[config.mk]
export PLATFORM = sky130hd
export DESIGN_NAME = jpad_port
export DESIGN_NICKNAME = d
export VERILOG_FILES = /design/src/rtl/jpad_pkg.sv /design/src/rtl/jpad_key_gate.sv /design/src/rtl/jpad_group_mux.sv /design/src/rtl/jpad_fall_detect.sv /design/src/rtl/jpad_port.sv
export SDC_FILE = /design/constraint.sdc
export NUM_CORES = 1
export LEC_CHECK = 0
export BUFFER_PORTS_ARGS = -buffer_cell sky130_fd_sc_hd__buf_2
export CAP_MARGIN = 10
export CELL_PAD_IN_SITES_DETAIL_PLACEMENT = 0
export CELL_PAD_IN_SITES_GLOBAL_PLACEMENT = 1
export CORE_AREA = 5 5 47 49
export CTS_BUF_LIST = sky130_fd_sc_hd__clkbuf_8 sky130_fd_sc_hd__clkbuf_16
export DETAILED_ROUTE_END_ITERATION = 10
export DIE_AREA = 0 0 52 54
export PLACE_DENSITY = 0.76
export SLEW_MARGIN = 20
export SYNTH_ARGS = -nofsm -noshare
export SYNTH_HDL_FRONTEND = slang
export SYNTH_HIERARCHICAL = 1
export SYNTH_SLANG_ARGS = --single-unit
[constraint.sdc]
create_clock -name clk -period 1.8 [get_ports clk]
set_input_delay 0.27 -clock clk [delete_from_list [all_inputs] [get_ports clk]]
set_output_delay 0.27 -clock clk [all_outputs]
set_load 0.02 [all_outputs]
[src/rtl/jpad_pkg.sv]
package jpad_pkg;

  // Encoding of the two active-low group select bits
  typedef enum logic [1:0] {
    SEL_BOTH = 2'b00,
    SEL_LOW  = 2'b01,
    SEL_HIGH = 2'b10,
    SEL_ID   = 2'b11
  } grp_sel_e;

endpackage

[src/rtl/jpad_key_gate.sv]
// Forces the key matrix to "all released" while a nonzero controller is addressed.
module jpad_key_gate #(
  parameter int KEY_W = 8,
  parameter int IDX_W = 2
) (
  input  logic [KEY_W-1:0] keys_in,
  input  logic [IDX_W-1:0] idx,
  output logic [KEY_W-1:0] keys_out
);

  logic idx_nonzero;

  always_comb begin
    idx_nonzero = (idx != '0);
    keys_out    = idx_nonzero ? '0 : keys_in;
  end

endmodule

[src/rtl/jpad_group_mux.sv]
// Picks the active-high nibble chosen by the select code.
module jpad_group_mux
  import jpad_pkg::*;
#(
  parameter int GROUP_W = 4,
  parameter int IDX_W   = 2
) (
  input  grp_sel_e                 sel,
  input  logic [2*GROUP_W-1:0]     keys,
  input  logic [IDX_W-1:0]         idx,
  output logic [GROUP_W-1:0]       picked
);

  logic [GROUP_W-1:0] lo_grp;
  logic [GROUP_W-1:0] hi_grp;
  logic [GROUP_W-1:0] idx_ext;
  logic [GROUP_W-1:0] merged;

  assign lo_grp = keys[GROUP_W-1:0];
  assign hi_grp = keys[2*GROUP_W-1:GROUP_W];

  // Bitwise merge of the two halves, one OR gate per line
  genvar g;
  generate
    for (g = 0; g < GROUP_W; g++) begin : g_merge
      assign merged[g] = lo_grp[g] | hi_grp[g];
    end
  endgenerate

  always_comb begin
    idx_ext = '0;
    idx_ext[IDX_W-1:0] = idx;
  end

  always_comb begin
    unique case (sel)
      SEL_HIGH: picked = hi_grp;
      SEL_LOW:  picked = lo_grp;
      SEL_BOTH: picked = merged;
      SEL_ID:   picked = idx_ext;
      default:  picked = '0;
    endcase
  end

endmodule

[src/rtl/jpad_fall_detect.sv]
// Registers a one-cycle pulse when any line goes from 1 to 0.
module jpad_fall_detect #(
  parameter int W = 4
) (
  input  logic         clk,
  input  logic         rst_n,
  input  logic [W-1:0] before_v,
  input  logic [W-1:0] after_v,
  output logic         pulse
);

  logic [W-1:0] fell;
  logic         pulse_d;
  logic         pulse_q;

  always_comb begin
    fell    = before_v & ~after_v;
    pulse_d = |fell;
  end

  always_ff @(posedge clk or negedge rst_n) begin
    if (!rst_n) begin
      pulse_q <= 1'b0;
    end else begin
      pulse_q <= pulse_d;
    end
  end

  assign pulse = pulse_q;

endmodule

[src/rtl/jpad_port.sv]
// Joypad port register: group select, registered result nibble, fall interrupt.
module jpad_port
  import jpad_pkg::*;
#(
  parameter int DATA_W = 8,
  parameter int IDX_W  = 2
) (
  input  logic              clk,
  input  logic              rst_n,
  input  logic              wr_en,
  input  logic [DATA_W-1:0] wr_data,
  output logic [DATA_W-1:0] rd_data,
  input  logic [DATA_W-1:0] keys_pressed,
  input  logic [IDX_W-1:0]  pad_index,
  output logic              kpad_irq
);

  localparam int GROUP_W = DATA_W / 2;
  localparam int SEL_LSB = GROUP_W;
  localparam int SEL_MSB = GROUP_W + 1;
  localparam int TOP_W   = DATA_W - GROUP_W - 2;

  grp_sel_e           sel_q;
  grp_sel_e           sel_d;
  logic               sel_en;
  logic [GROUP_W-1:0] res_q;
  logic [GROUP_W-1:0] res_d;
  logic [GROUP_W-1:0] res_before;
  logic [GROUP_W-1:0] picked;
  logic [DATA_W-1:0]  keys_gated;
  logic [GROUP_W-1:0] idx_view;
  logic               unused_wr_bits;

  assign unused_wr_bits = ^{wr_data[DATA_W-1:SEL_MSB+1], wr_data[SEL_LSB-1:0]};

  jpad_key_gate #(
    .KEY_W (DATA_W),
    .IDX_W (IDX_W)
  ) i_gate (
    .keys_in  (keys_pressed),
    .idx      (pad_index),
    .keys_out (keys_gated)
  );

  jpad_group_mux #(
    .GROUP_W (GROUP_W),
    .IDX_W   (IDX_W)
  ) i_mux (
    .sel    (sel_d),
    .keys   (keys_gated),
    .idx    (pad_index),
    .picked (picked)
  );

  // Next-state: a write takes effect in the same edge's result computation
  always_comb begin
    sel_en     = wr_en;
    sel_d      = sel_en ? grp_sel_e'(wr_data[SEL_MSB:SEL_LSB]) : sel_q;
    res_d      = ~picked;
    res_before = sel_en ? {GROUP_W{1'b1}} : res_q;
  end

  always_ff @(posedge clk or negedge rst_n) begin
    if (!rst_n) begin
      sel_q <= SEL_ID;
    end else if (sel_en) begin
      sel_q <= sel_d;
    end
  end

  always_ff @(posedge clk or negedge rst_n) begin
    if (!rst_n) begin
      res_q <= {GROUP_W{1'b1}};
    end else begin
      res_q <= res_d;
    end
  end

  jpad_fall_detect #(
    .W (GROUP_W)
  ) i_fall (
    .clk      (clk),
    .rst_n    (rst_n),
    .before_v (res_before),
    .after_v  (res_d),
    .pulse    (kpad_irq)
  );

  assign rd_data = {{TOP_W{1'b1}}, sel_q, res_q};

  always_comb begin
    idx_view = '0;
    idx_view[IDX_W-1:0] = pad_index;
  end


  sel_store_chk: assert property (@(posedge clk) disable iff (!rst_n)
    wr_en |=> (rd_data[SEL_MSB:SEL_LSB] == $past(wr_data[SEL_MSB:SEL_LSB])));


  irq_cause_chk: assert property (@(posedge clk) disable iff (!rst_n)
    kpad_irq |-> ($past(wr_en) || (($past(rd_data[GROUP_W-1:0]) & ~rd_data[GROUP_W-1:0]) != '0)));


  idx_gate_chk: assert property (@(posedge clk) disable iff (!rst_n)
    (!wr_en && sel_q != SEL_ID && pad_index != '0) |=> (rd_data[GROUP_W-1:0] == {GROUP_W{1'b1}}));


  idx_readback_chk: assert property (@(posedge clk) disable iff (!rst_n)
    (!wr_en && sel_q == SEL_ID) |=> (rd_data[GROUP_W-1:0] == ~$past(idx_view)));


  release_quiet_chk: assert property (@(posedge clk) disable iff (!rst_n)
    (!wr_en && ((res_q & ~res_d) == '0)) |=> !kpad_irq);

endmodule

# Word-level counts from Yosys, hierarchy flattened
# Index checks and enable logic that the tools add are counted.
[word_totals]
ff_bits = 7
out_inout_bits = 9
elab_cells = 20
[op_classes]
eq_ne = 3
muxes = 4
bitwise_logic = 7
reduce_logical = 3
[op_table]
columns = ["op", "n"]
rows = [
  ["$pmux 4 s4", 1],
  ["$mux 8", 1],
  ["$not 4->4", 2],
  ["$and 4x4->4", 1],
  ["$eq 2x2->1 const B", 2],
  ["$mux 4", 1],
  ["$or 1x1->1", 4],
  ["$reduce_or 4->1", 1],
  ["$eq 2x1->1 const B", 1],
  ["$logic_not 2->1", 1],
  ["$mux 2", 1],
  ["$reduce_bool 2->1", 1],
]

# Logic depth before layout (Yosys ltp)
# Gate-level depths: netlist (run 1).
[depth]
ltp_word = 8
ltp_mapped = 7
depth_no_buf = 6

# Hierarchy
# The synthesis (run 1) kept the hierarchy.
[modules_own_cells]
columns = ["module", "instances", "cells_each", "area_per_inst_um2", "seq_area_each_um2"]
rows = [
  ["jpad_port", 1, 22, 287.8, 157.7],
  ["jpad_key_gate", 1, 10, 122.6, 0.0],
  ["jpad_group_mux", 1, 14, 70.1, 0.0],
  ["jpad_fall_detect", 1, 6, 62.6, 25.0],
]

# Worst setup path before layout (run 1)
# No wires, ideal clock.
[synth_timing]
kind = "flip-flop to flip-flop"
startpoint = "reg sel_q[0]"
endpoint = "reg i_fall.pulse_q (netlist: i_fall/pulse)"
arrival_time_ns = 1.152
slack_ns = 0.511
path_stages_with_launch = 6
path_buffers = 0
path_cell_list = "dfstp_2 -> mux2_4 -> o221ai_1 -> inv_1 -> nand2b_1 -> o2111ai_2"
[synth_between]
elab_chain_cells = 7
elab_cells_between_ends = 10
[synth_rtl]
columns = ["element", "line_no", "rtl"]
rows = [
  ["from (decl)", "jpad_port.sv:23", "grp_sel_e sel_q;"],
  ["from (signal assigned)", "jpad_port.sv:67", "sel_q <= sel_d;"],
  ["$mux 2 (*)", "jpad_port.sv:58", "sel_d = sel_en ? grp_sel_e'(wr_data[SEL_MSB:SEL_LSB]) : sel_q;"],
  ["named net sel_d[0]", "jpad_port.sv:24", "grp_sel_e sel_d;"],
  ["$eq 2x2->1, or another cell as far along", "jpad_group_mux.sv:36", "unique case (sel)"],
  ["$pmux 4 s4 (*)", "jpad_group_mux.sv:36", ""],
  ["named net picked[1]", "jpad_port.sv:29", "logic [GROUP_W-1:0] picked;"],
  ["$not 4->4 (*)", "jpad_port.sv:59", "res_d = ~picked;"],
  ["named net res_d[1]", "jpad_port.sv:27", "logic [GROUP_W-1:0] res_d;"],
  ["$not 4->4 (*)", "jpad_fall_detect.sv:17", "fell = before_v & ~after_v;"],
  ["$and 4x4->4 (*)", "jpad_fall_detect.sv:17", ""],
  ["$reduce_or 4->1 (*)", "jpad_fall_detect.sv:18", "pulse_d = |fell;"],
  ["named net i_fall.pulse_d", "jpad_fall_detect.sv:13", "logic pulse_d;"],
  ["to (signal assigned)", "jpad_fall_detect.sv:25", "pulse_q <= pulse_d;"],
  ["to (decl)", "jpad_fall_detect.sv:14", "logic pulse_q;"],
]
# Mark *: on every way through the listed nets, which the timed path passes. The rest lies on a longest branch.
# A chain may end at the register's enable or synchronous reset.

# Worst setup path after layout (run 1)
# Ends and elaborated chain as after synthesis.

==> run metrics, run 1 <==
clk sinks 7; synth unique cells 14; via count 410; Clock power frac 0.388; fmax 761 MHz; Flop pwr share 0.362; clk root buf clkbuf_8; Critical Path Slowest Stage Cell dfstp_2; post-synth top area share 0.290; Fill cells around 190; Met1 Wirelength 388 um; most frequent cells in the layout buf_2 (21), inv_1 (14), nor3b_2 (8), dfstp_2 (6); CP peak stage delay 0.37 ns; Final Hold Fails 0; highest routed metal layer met4; Via density 4.06; pin count of the biggest net entering global routing 10; status complete, no violations; Crit. End Element flip-flop; # rows 16; Final Max Tran Viols 0; MaxCap Viol Count 0; PD cells 764 nW/um2; synthesized area per cell 10.4 um2; # setup viols final 0; WP data arrival between 1 and 1.5 ns; Final ANT Viol Nets 0; GRT Residual Overflow 0; H-tree Lvls 1; CTS Buffer Depth 2; met3 wire length approximately 73 um; Die Span Y 54 um; Layout area overhead 27.4%; ranking of synthesized cells by area dfstp_2 (29%), nor3b_2 (18%), mux2_4 (11%), inv_1 (9.0%), buf_6 (6.2%); first-pass GRT wire length 1780 um; I/O Buffers 21; commonest non-fill, non-tap cell in the layout buf_2; initial antenna violation count 0; DRT Pass-1 Iters 3; I/O pins 30; drt total wl 1050 um; drt first-iter violations 1; CP Launch Type flip-flop; All-Layer GR Usage 0.0862; Fin Setup TNS 0 ns; share of cells above drive strength 1 0.581; worst-path cell chain mux2_4, nand3_1, o221ai_1, inv_1, nand2b_1, o2111ai_2; Final Wtd Congestion between 0.7 and 0.8; Final #Nets between 90 and 100; Final Skew 0.00303 ns; P_sw 0.139 mW; ant diodes 0; min setup slack post-route just under 0.5 ns; Syn Inst Count 52; HP Class in2reg; Placed Instances 96; CP Class reg2reg; drc violations 0; die width around 52 um; CTS buffer count 3; cell taking the most area after synthesis dfstp_2; met2 wire length 575 um; Yosys reg bits 7; Cell Area, Synth 543 um2; CP Data Required Time 1.88 ns; Die ar. 2810 um2; cell internal pwr 0.390 mW; Worst Path Buf+Inv 1; post-route insts no fill ~100; Setup WS pre-CTS 0.311 ns; switching share of total power 0.263; Final HPWL DP 901 um; maximum VDD drop about 280 uV; vias in the first global route 435; Initial Util 0.298; Tmin final 1.31 ns; Clock transition at path regs roughly 0.04 ns; post-synthesis sequential area ratio 0.336; crit-path leading delay family flip-flops; Clk Latency, worst-skew pair 0.22 ns; crit-path max FO 6; Final Cycle Share 0.730; area of the core between 1500 and 2000 um2; routed len/inst 10.4 um; combinational fraction of design power 0.250; TritonCTS clock tree yes; Overall Power 0.529 mW; Synth warnings 6; cts repair resizes 0; unrepaired setup endpoints after global routing no; Leak 0.304 nW
## cell type report
cell class	instances	area, um2	share of cell area
multi-input cells	28	267	0.385
flip-flops and latches	7	183	0.264
clock inverters	1	3.75	0.00542
clock buffers	3	41.3	0.0597
inverters	13	48.8	0.0705
repair buffers	22	115	0.166
well taps	27	33.8	0.0488
## registers in the layout, indices dropped and copies added (netlist names)
register / cells
sel_q: 2
res_q: 4
i_fall/pulse: 1
## layer usage
layer | vias up | GRT usage
met2 | 12 | 0.163
met1 | 190 | 0.0849
met5 | - | 0
li1 | 206 | -
met3 | 2 | 0.0111
met4 | 0 | 0.0655
## through the flow
| stage | utilization | instance area, um2 | hold WS (ns) |
|---|---|---|---|
| 6_report | 0.380 | 692 | 0.294 |
| 4_1_cts | 0.380 | 692 | 0.289 |
| 2_1_floorplan | - | 547 | -0.0256 |
| 5_1_grt | 0.380 | 692 | 0.297 |
| 3_3_place_gp | 0.350 | 637 | 0.101 |
| 3_5_place_dp | 0.350 | 637 | 0.110 |
## final timing paths
kind,end,startpoint,slack (ns),cells past startpoint
setup / recovery,i_fall/pulse,sel_q[0],0.49,6
hold / removal,sel_q[1],wr_data[5],0.29,2
setup reg to reg,i_fall/pulse,sel_q[0],0.49,6
hold reg to reg,sel_q[1],sel_q[1],0.64,1
max in group asynchronous,res_q[2],rst_n,1.16,2
min in group asynchronous,i_fall/pulse,rst_n,0.42,2
## what timing repair did
action,4_1_cts,5_1_grt
setup buffers,0,0
hold endpoints to repair,1,0
hold buffers,1,0
## cell usage after synthesis
library cell  number
buf_4              2
o221ai_1           2
nor3b_2            8
dfstp_2            6
dfrtp_1            1
nand2b_1           3
conb_1             1
o22ai_1            2
inv_1             13
o2111ai_2          1
nand3_1            2
mux2_4             4
or2_1              4
buf_6              3
## power by group through the flow
stage | logic, mW | clock network (mW) | registers, mW
final | 0.132 | 0.205 | 0.191
after detailed placement | 0.133 | 0 | 0.193
after global placement | 0.131 | 0 | 0.192
after global routing | 0.146 | 0.222 | 0.193
after CTS | 0.135 | 0.213 | 0.192
after floorplan | 0.0766 | 0 | 0.215
## kinds of logic after synthesis
logic type / count (synthesis) / share of synthesized area
other: 1 / 0.00691
buffers and inverters: 18 / 0.180
AO/OA/AOI/OAI: 5 / 0.0829
AND/OR/NAND/NOR: 17 / 0.283
multiplexers: 4 / 0.111
flip-flops: 7 / 0.336
Power figures use the tool's default switching activity.
==> run 2: changes to the inputs <==
--- a/config.mk
+++ b/config.mk
@@ -9,11 +9,11 @@
 export CAP_MARGIN = 10
 export CELL_PAD_IN_SITES_DETAIL_PLACEMENT = 0
 export CELL_PAD_IN_SITES_GLOBAL_PLACEMENT = 1
-export CORE_AREA = 5 5 47 49
+export CORE_AREA = 5 5 49 51
 export CTS_BUF_LIST = sky130_fd_sc_hd__clkbuf_8 sky130_fd_sc_hd__clkbuf_16
 export DETAILED_ROUTE_END_ITERATION = 10
-export DIE_AREA = 0 0 52 54
-export PLACE_DENSITY = 0.76
+export DIE_AREA = 0 0 54 56
+export PLACE_DENSITY = 0.7
 export SLEW_MARGIN = 20
 export SYNTH_ARGS = -nofsm -noshare
 export SYNTH_HDL_FRONTEND = slang
==> constraint.sdc (replaced) <==
create_clock -name clk -period 1.3 [get_ports clk]
set_input_delay 0.195 -clock clk [delete_from_list [all_inputs] [get_ports clk]]
set_output_delay 0.195 -clock clk [all_outputs]
set_load 0.02 [all_outputs]
==> run metrics, run 2 (same netlist as run 1, synthesis figures left out) <==
via count 427 (+4.1%); Final Cycle Share 0.976 (+0.246); CP Data Required Time 1.39 ns (-0.49 ns); Layout area overhead 41.9%; Final #Nets 101 (+5.2%); Final Wtd Congestion 0.653 (-11%); PD cells 1020 nW/um2 (+34%); All-Layer GR Usage 0.0864 (+0.000210); Final Skew 0.00203 ns (-0.00101 ns); Fill cells 203 (+9.1%); die width 54 um (+3.8%); CP Class reg2reg; clk root buf clkbuf_8; CP Launch Type flip-flop; GRT Residual Overflow 0 (unchanged); placed inst area 644 um2 (+1.2%); worst-path cell chain mux2_4, nand3_2, o221ai_2, inv_1, nand2b_4, o2111ai_2; CP peak stage delay 0.37 ns (about the same); share of cells above drive strength 1 0.696 (+0.115); Clk Latency, worst-skew pair 0.22 ns (about the same); Final Max Tran Viols 0 (unchanged); Leak 0.349 nW (+15%); Via density 4.03 (-0.77%); Reg with most FFs res_q; Fin Setup TNS 0 ns (unchanged); Clock power frac 0.376 (-0.012); drt total wl 1160 um (+11%); Final HPWL DP 881 um (-2.3%); routed len/inst 11.0 um (+5.8%); CTS buffer count 3 (unchanged); Die ar. 3020 um2 (+7.7%); MaxCap Viol Count 0 (unchanged); ant diodes 0 (unchanged); maximum VDD drop 418 uV (+51%); CTS Buffer Depth 2 (unchanged); # setup viols final 0 (unchanged); DRT Pass-1 Iters 2 (-1); Final ANT Viol Nets 0 (unchanged); pin count of the biggest net entering global routing 10 (unchanged); Util after Layout 0.405 (+0.0255); most frequent cells in the layout buf_2 (21), inv_1 (13), nor3b_2 (8), dfstp_2 (6); switching share of total power 0.277 (+0.0146); Final Hold Fails 0 (unchanged); Die Span Y 56 um (+3.7%); # rows 16 (unchanged); drt first-iter violations 3 (+2); Crit. End Element flip-flop; P_sw 0.218 mW (+57%); vias in the first global route 446 (+2.5%); Initial Util 0.286 (-0.0126); commonest non-fill, non-tap cell in the layout buf_2; area of the core 1900 um2 (+4.4%); unrepaired setup endpoints after global routing yes; max reg flops 4 (unchanged); HP Class in2reg; Tmin final 1.27 ns (-0.0451 ns); I/O Buffers 21 (unchanged); fin area 771 um2 (+11%); Placed Instances 97 (+1.0%); Flop pwr share 0.336 (-0.026); H-tree Lvls 1 (unchanged); TritonCTS clock tree yes; fmax 788 MHz (+3.6%); status complete, no violations; cell internal pwr 0.569 mW (+46%); first-pass GRT wire length 1900 um (+6.6%); drc violations 0 (unchanged); clk sinks 7 (unchanged); Critical Path Slowest Stage Cell dfstp_2; post-route insts no fill 106 (+5.0%); combinational fraction of design power 0.288 (+0.038); WP data arrival 1.36 ns (-0.04 ns); initial antenna violation count 0 (unchanged); I/O pins 30 (unchanged); crit-path max FO 6 (unchanged); setup slack, reg-to-reg 0.03 ns (-0.45 ns); Clock transition at path regs 0.04 ns (about the same)
-- run 2: cell count changes in the layout (fill, tap and decap cells not counted) --
cell | before | now
buf_4 | 0 | 4
inv_1 | 14 | 13
inv_2 | 0 | 1
nand3_1 | 2 | 0
buf_6 | 0 | 1
nand2b_4 | 0 | 2
o221ai_2 | 0 | 2
nand2b_1 | 3 | 1
o221ai_1 | 2 | 0
nand3_2 | 0 | 2
-- run 2: stage by stage --
stage	hold WS, ns	setup WS (ns)	total power [mW]
6_report	0.219	0.0308	0.787
5_1_grt	0.221	-0.0444	0.841
4_1_cts	0.214	0.00488	0.778
3_5_place_dp	0.0293	-0.0212	0.453
3_3_place_gp	0.0273	-0.00514	0.450
2_1_floorplan	-0.101	0.0106	0.404
-- run 2: path summary, 6_finish.rpt --
kind | endpoint | start | cells after the start
max | i_fall/pulse | sel_q[0] | 6
min | sel_q[0] | wr_data[4] | 2
max reg2reg | i_fall/pulse | sel_q[0] | 6
min reg2reg | sel_q[1] | sel_q[1] | 1
max in group asynchronous | res_q[2] | rst_n | 2
min in group asynchronous | i_fall/pulse | rst_n | 2
-- run 2: power by group through the flow --
stage | Clock (mW) | Combinational (mW) | Sequential, mW
after floorplan | 0 | 0.106 | 0.298
after global placement | 0 | 0.184 | 0.266
after detailed placement | 0 | 0.187 | 0.267
after CTS | 0.303 | 0.210 | 0.265
after global routing | 0.325 | 0.248 | 0.268
final | 0.296 | 0.227 | 0.265
-- run 2: worst max-delay path, delay by kind of cell, from the launching register on --
kind	cells	cell delay, ns
AOI/OAI and AO/OA	2	0.18
and+or+nand+nor	2	0.20
muxes	1	0.31
DFF	1	0.37
buffers and inverters	1	0.07
-- run 2: cell type report --
cell class                 count  area (um2)  share of cell area
clock buffer                   3        41.3              0.0536
clock inverter                 1        3.75             0.00487
inverter                      13        48.8              0.0633
multi-input combinational     28         304               0.394
sequential                     7         183               0.237
tap                           27        33.8              0.0438
timing repair buffer          27         156               0.203
-- run 2: timing repair --
action | in CTS | in global routing
pin swaps | 0 | 2
gates cloned | 0 | 0
endpoints found under the hold margin | 7 | 0
setup endpoints to repair | 1 | 2
hold buffers | 1 | 0
buffers inserted | 3 | 2
gates resized for setup | 2 | 6
-- run 2: layer usage --
metal  vias up  part of all wire  GRT usage
met2        14              0.52      0.154
li1        215                 -          -
met3         2             0.061     0.0241
met1       196              0.41     0.0825
met4         0             0.011     0.0534
met5         -                 0          0
